===== config.mk =====
export PLATFORM = sky130hd
export DESIGN_NAME = prio_irq_ctrl
export DESIGN_NICKNAME = d
export VERILOG_FILES = /design/src/rtl/pic_pkg.sv /design/src/rtl/pic_regfile.sv /design/src/rtl/pic_arbiter.sv /design/src/rtl/prio_irq_ctrl.sv
export SDC_FILE = /design/constraint.sdc
export NUM_CORES = 1
export LEC_CHECK = 0
export CAP_MARGIN = 20
export CELL_PAD_IN_SITES_DETAIL_PLACEMENT = 1
export CELL_PAD_IN_SITES_GLOBAL_PLACEMENT = 2
export CORE_ASPECT_RATIO = 0.5
export CORE_UTILIZATION = 23
export DETAILED_ROUTE_END_ITERATION = 8
export PLACE_DENSITY_LB_ADDON = 0.15
export SETUP_SLACK_MARGIN = 0.02
export SLEW_MARGIN = 20
export SYNTH_ARGS = -nofsm -noshare
export SYNTH_HDL_FRONTEND = slang
export SYNTH_SLANG_ARGS = --single-unit

===== constraint.sdc =====
create_clock -name clk -period 2.05 [get_ports clk]
set_clock_uncertainty 0.05 [all_clocks]
set_input_delay 0.205 -clock clk [delete_from_list [all_inputs] [get_ports clk]]
set_output_delay 0.205 -clock clk [all_outputs]
set_load 0.005 [all_outputs]

===== src/rtl/pic_pkg.sv =====
package pic_pkg;
    typedef enum logic [1:0] {
        LVL_NONE = 2'd0,
        LVL_LOW  = 2'd1,
        LVL_HIGH = 2'd2
    } level_e;

    localparam int VEC_BASE   = 3;
    localparam int VEC_STRIDE = 8;
endpackage


===== src/rtl/pic_regfile.sv =====
module pic_regfile #(
    parameter int NSRC    = 5,
    parameter int DW      = 8,
    parameter int GEN_BIT = 7
) (
    input  logic            clk,
    input  logic            rst_n,
    input  logic            wr_i,
    input  logic            addr_i,
    input  logic [DW-1:0]   wdata_i,
    output logic [DW-1:0]   rdata_o,
    output logic            gen_o,
    output logic [NSRC-1:0] en_o,
    output logic [NSRC-1:0] prio_o
);
    typedef struct packed {
        logic            gen;
        logic [NSRC-1:0] en;
        logic [NSRC-1:0] prio;
    } regs_t;

    regs_t s_d, s_q;

    always_comb begin
        s_d = s_q;
        if (wr_i) begin
            if (!addr_i) begin
                s_d.gen = wdata_i[GEN_BIT];
                s_d.en  = wdata_i[NSRC-1:0];
            end else begin
                s_d.prio = wdata_i[NSRC-1:0];
            end
        end
    end

    always_ff @(posedge clk) begin
        if (!rst_n) s_q <= '0;
        else        s_q <= s_d;
    end

    always_comb begin
        rdata_o = '0;
        if (!addr_i) begin
            rdata_o[NSRC-1:0] = s_q.en;
            rdata_o[GEN_BIT]  = s_q.gen;
        end else begin
            rdata_o[NSRC-1:0] = s_q.prio;
        end
    end

    assign gen_o  = s_q.gen;
    assign en_o   = s_q.en;
    assign prio_o = s_q.prio;

    // bits other than the defined fields never read as 1
    a_r2_unused_zero: assert property (@(posedge clk) disable iff (!rst_n)
        addr_i |-> (rdata_o[DW-1:NSRC] == '0));
endmodule


===== src/rtl/pic_arbiter.sv =====
module pic_arbiter
    import pic_pkg::*;
#(
    parameter int NSRC = 5,
    parameter int IDXW = 3,
    parameter int VW   = 8
) (
    input  logic            clk,
    input  logic            rst_n,
    input  logic [NSRC-1:0] req_i,
    input  logic [NSRC-1:0] en_i,
    input  logic            gen_i,
    input  logic [NSRC-1:0] prio_i,
    input  logic            isr_hi_i,
    input  logic            isr_lo_i,
    output logic            valid_o,
    output logic [IDXW-1:0] idx_o,
    output level_e          lvl_o,
    output logic [VW-1:0]   vec_o
);
    logic [NSRC-1:0] elig, cand_hi, cand_lo, pick;

    always_comb begin
        elig    = req_i & en_i & {NSRC{gen_i}};
        cand_hi = elig & prio_i;
        cand_lo = elig & ~prio_i;
        pick    = '0;
        lvl_o   = LVL_NONE;
        if (!isr_hi_i) begin
            if (|cand_hi) begin
                pick  = cand_hi;
                lvl_o = LVL_HIGH;
            end else if (!isr_lo_i && |cand_lo) begin
                pick  = cand_lo;
                lvl_o = LVL_LOW;
            end
        end
        idx_o = '0;
        for (int i = NSRC - 1; i >= 0; i--) begin
            if (pick[i]) idx_o = IDXW'(i);
        end
        valid_o = |pick;
        vec_o   = VW'(VEC_BASE + VEC_STRIDE * int'(idx_o));
    end

    // presented index always names a real, pending source
    a_r5_idx_pending: assert property (@(posedge clk) disable iff (!rst_n)
        valid_o |-> (int'(idx_o) < NSRC) && req_i[idx_o]);
    // vector low bits are always 3 on a valid request
    a_r6_vec_form: assert property (@(posedge clk) disable iff (!rst_n)
        valid_o |-> (vec_o[2:0] == 3'd3));
endmodule


===== src/rtl/prio_irq_ctrl.sv =====
module prio_irq_ctrl
    import pic_pkg::*;
#(
    parameter int NSRC        = 5,
    parameter int DW          = 8,
    parameter int GEN_BIT     = 7,
    parameter int VW          = 8,
    parameter logic [NSRC-1:0] HW_CLR_MASK = 5'b01111
) (
    input  logic            clk,
    input  logic            rst_n,
    input  logic [NSRC-1:0] req_i,
    input  logic            reg_wr_i,
    input  logic            reg_addr_i,
    input  logic [DW-1:0]   reg_wdata_i,
    output logic [DW-1:0]   reg_rdata_o,
    input  logic            ack_i,
    input  logic            reti_i,
    output logic            irq_o,
    output logic [2:0]      irq_src_o,
    output logic [VW-1:0]   irq_vec_o,
    output logic [NSRC-1:0] flag_clr_o
);
    localparam int IDXW = (NSRC > 1) ? $clog2(NSRC) : 1;

    typedef struct packed {
        logic            isr_hi;
        logic            isr_lo;
        logic [NSRC-1:0] clr;
    } st_t;

    st_t s_d, s_q;

    logic            gen;
    logic [NSRC-1:0] en, prio;
    logic            win_valid;
    logic [IDXW-1:0] win_idx;
    level_e          win_lvl;
    logic [VW-1:0]   win_vec;

    pic_regfile #(.NSRC(NSRC), .DW(DW), .GEN_BIT(GEN_BIT)) u_regs (
        .clk     (clk),
        .rst_n   (rst_n),
        .wr_i    (reg_wr_i),
        .addr_i  (reg_addr_i),
        .wdata_i (reg_wdata_i),
        .rdata_o (reg_rdata_o),
        .gen_o   (gen),
        .en_o    (en),
        .prio_o  (prio)
    );

    pic_arbiter #(.NSRC(NSRC), .IDXW(IDXW), .VW(VW)) u_arb (
        .clk      (clk),
        .rst_n    (rst_n),
        .req_i    (req_i),
        .en_i     (en),
        .gen_i    (gen),
        .prio_i   (prio),
        .isr_hi_i (s_q.isr_hi),
        .isr_lo_i (s_q.isr_lo),
        .valid_o  (win_valid),
        .idx_o    (win_idx),
        .lvl_o    (win_lvl),
        .vec_o    (win_vec)
    );

    always_comb begin
        s_d     = s_q;
        s_d.clr = '0;
        if (reti_i) begin
            if (s_q.isr_hi) s_d.isr_hi = 1'b0;
            else            s_d.isr_lo = 1'b0;
        end
        if (ack_i && win_valid) begin
            if (win_lvl == LVL_HIGH) s_d.isr_hi = 1'b1;
            else                     s_d.isr_lo = 1'b1;
            if (HW_CLR_MASK[win_idx]) s_d.clr[win_idx] = 1'b1;
        end
    end

    always_ff @(posedge clk) begin
        if (!rst_n) s_q <= '0;
        else        s_q <= s_d;
    end

    assign irq_o      = win_valid;
    assign irq_src_o  = 3'(win_idx);
    assign irq_vec_o  = win_vec;
    assign flag_clr_o = s_q.clr;

    // nothing is presented while a high handler runs
    a_r10_hi_blocks: assert property (@(posedge clk) disable iff (!rst_n)
        s_q.isr_hi |-> !irq_o);
    // with only a low handler open, presented sources are high level
    a_r9_low_open: assert property (@(posedge clk) disable iff (!rst_n)
        (s_q.isr_lo && irq_o) |-> prio[irq_src_o]);
    // master enable off masks everything
    a_r3_master_off: assert property (@(posedge clk) disable iff (!rst_n)
        !gen |-> !irq_o);
    // clear pulse names at most one source
    a_r8_clr_onehot: assert property (@(posedge clk) disable iff (!rst_n)
        $onehot0(flag_clr_o));
    // an accepted request leaves a level in service
    a_r8_ack_sets: assert property (@(posedge clk) disable iff (!rst_n)
        (ack_i && irq_o) |=> (s_q.isr_hi || s_q.isr_lo));
    // acknowledge with nothing presented produces no clear
    a_r12_idle_ack: assert property (@(posedge clk) disable iff (!rst_n)
        (ack_i && !irq_o) |=> (flag_clr_o == '0));
endmodule


==> reports/results.txt <==
P_sw = 0.209 mW
DRC viols = 10
Flops & latches, synth = 18
CTS clk-pin slew, worst paths = 70 ps
Die area = 0.00488 sq mm
PortBufs = 34
Combinational fraction of design power = 0.191
CP Data Arrival Time = 1930 ps
Post-route setup TNS = -497 ps
Die X = 97.8 um
Buf+Inv Stages, Crit Path = 5
Final Core Density = 0.466
All-layer global routing usage = 0.166
CTS tree = done
Syn-to-layout area delta = 83.0%
DR WL/cell = 14.5 um
Mapped Cells = 120
Pleak = 0.864 nW
Syn. warnings = 0
Vias in the first global route = 1177
Clock sink count = 18
Mean Syn Cell Area = 8.79 sq um
CP Capture Type = output port
Vias = 1168
Initial antenna violation count = 0
I/O pin count = 44
Total chip power = 0.834 mW
# diodes = 0
First-pass GRT wire length = 6000 um
Tcrit/Tclk final = 1.07
Synth top area cells = dfxtp_1, buf_4, mux2i_1
Crit start category = input port
Vias per cell = 4.53
Clk Latency, worst-skew pair = 260 ps
Hold WC Path Type = in2reg
Synth cell count leaders = dfxtp_1, nand2_1, buf_4
Status = finished, violations left
Unique cell type count in the Yosys netlist = 34
Drt initial violations = 27
CP Max Fanout = 2
Grt total ovfl = 0
Max incr delay on CP = 470 ps
Starting Density = 0.255
DRT antenna net count = 0
Cell row count = 16
Share of cells above drive strength 1 = 0.461
Fin. max-slew vios = 0
Most common cell in the netlist = dfxtp_1
Final Critical Period = 2190 ps
Failing checks = design-rule violations, negative setup slack
Peak supply drop = 209 uV
# nets final = 224
Pint = 0.625 mW
Max-Cap Viols = 0
Ys flop type = dfxtp_1
Core Region = 0.00414 sq mm
Hold_buf cts = 0
Die Span Y = 49.9 um
Clk network pwr share = 0.365
Setup-failing EPs final = 5
Router iterations before antenna repair = 6
Worst path required time = 1790 ps
Number of enable flip-flop cells after synthesis = 0
Net Sw Frac = 0.251
Final WL = 3750 um
Worst setup margin = -138 ps
Flop pwr share = 0.443
H-Tree Depth = 1
RSZ-0062 raised after global routing = yes
CTS Buffer Depth = 2
Largest net degree at the start of global routing = 14
Area leader, netlist = dfxtp_1
Async set-reset flop share out of synthesis = 0
Seq/Total Area, Yosys = 0.342
Synth Cell Area = 0.00105 sq mm
CTS root buf = clkbuf_8
Cts bufs inserted = 3
CP max-delay cell = clkdlybuf4s50_1
Final Hold Fails = 0
Fmax = 457 MHz
Top cell type's share of synthesized area = 0.342
CP cell instances = clkdlybuf4s50_1 -> nand2_2 -> nor2_4 -> buf_4 -> buf_4 -> buf_4 -> nor2_1 -> a22oi_2 -> nand2_1 -> nor3_4 -> buf_2
Power Dens Cells = 432 mW/mm^2
Family with the most delay on the worst path = buffers and inverters
Kind of critical path = in2out
Critical Path Most Common Cell = buf_4
Placer congestion estimate = 0.830
DP HPWL = 2630 um
==> layer usage <==
layer  part of all wire  global-route usage
met5                  0                   0
met4              0.022              0.0707
met3              0.047              0.0440
met2               0.46               0.271
met1               0.47               0.208
==> through the flow <==
| step | setup slack (ps) | hold WS, ps | instance area, sq um | std cells |
|---|---|---|---|---|
| 6_report | -138 | 467 | 1930 | 258 |
| 5_1_grt | -234 | 485 | 1930 | 258 |
| 4_1_cts | -136 | 464 | 1910 | 257 |
| 3_5_place_dp | -508 | 504 | 1640 | 234 |
| 3_3_place_gp | -435 | 486 | 1640 | 234 |
| 2_1_floorplan | 241 | 309 | 1080 | 126 |
==> cells by family (layout without fill, tap and decap cells) <==
logic type / Yosys count / count (layout) / synth area share
and+or+nand+nor: 55 / 55 / 0.293
AOI/OAI and AO/OA: 18 / 18 / 0.148
DFF: 18 / 18 / 0.342
buffers and inverters: 16 / 94 / 0.0996
muxes: 11 / 11 / 0.110
other: 2 / 8 / 0.00712
==> power groups by stage <==
stage	Combinational (mW)	Clock, mW	Sequential [mW]
floorplan	0.0632	0	0.378
global placement	0.152	0	0.377
global route	0.174	0.340	0.371
CTS	0.160	0.319	0.369
detailed placement	0.153	0	0.378
finish	0.160	0.305	0.370
==> cell usage in the layout (no fill, tap or decap), types with 2 or more instances in the layout <==
| cell | Yosys | layout |
|---|---|---|
| buf_4 | 10 | 44 |
| clkdlybuf4s50_1 | 0 | 25 |
| dfxtp_1 | 18 | 16 |
| nand2_1 | 13 | 11 |
| buf_6 | 1 | 10 |
| nand3_1 | 8 | 8 |
| nor2b_1 | 9 | 8 |
| conb_1 | 2 | 8 |
| nor2_1 | 7 | 7 |
| buf_2 | 0 | 7 |
| mux2i_1 | 6 | 6 |
| mux2_2 | 5 | 5 |
| nand2_2 | 4 | 5 |
| a21boi_0 | 5 | 5 |
| clkbuf_8 | 0 | 4 |
| nand4_1 | 3 | 3 |
| nor3_4 | 0 | 2 |
| nor3_1 | 4 | 2 |
| dlygate4sd2_1 | 0 | 2 |
==> final cells by class <==
cell class / instances / area, sq um
Sequential cell: 18 / 365
Multi-Input combinational cell: 92 / 687
Timing Repair Buffer: 88 / 746
Inverter: 2 / 10.0
Tap cell: 54 / 67.6
Clock buffer: 4 / 55.1
Fill cell: 492 / 2210
==> worst reg2reg max path, stage by stage, from the launching register on <==
cell	delay (ps)
dfxtp_4	380
nand4_1	120
nand2_2	100
buf_6	140
buf_6	110
buf_6	100
a222oi_1	380
nand3_2	120
buf_4	150
a32o_1	200
==> state kept, by name, indices dropped and copies added (netlist names) <==
signal	flops
flag_clr_o	5
u_regs.en_o	5
u_regs.prio_o	5
s_q	2
u_regs.gen_o	1
==> path summary, 6_finish.rpt <==
check                   end  slack (ps)  depth (start not counted)            from
min reg2reg  u_regs.en_o[2]         510                          2  u_regs.en_o[2]
min           flag_clr_o[3]         470                          4        req_i[3]
max            irq_vec_o[5]        -140                         11        req_i[2]
max reg2reg          s_q[5]         100                          9    u_regs.gen_o
==> repair_timing <==
| item | 4_1_cts | 5_1_grt |
|---|---|---|
| setup endpoints to repair | 7 | 9 |
| resized for setup | 54 | 8 |
| pin swaps | 11 | 8 |
| buffers inserted | 19 | 3 |
Note: power is estimated with default switching activity, not from simulation.
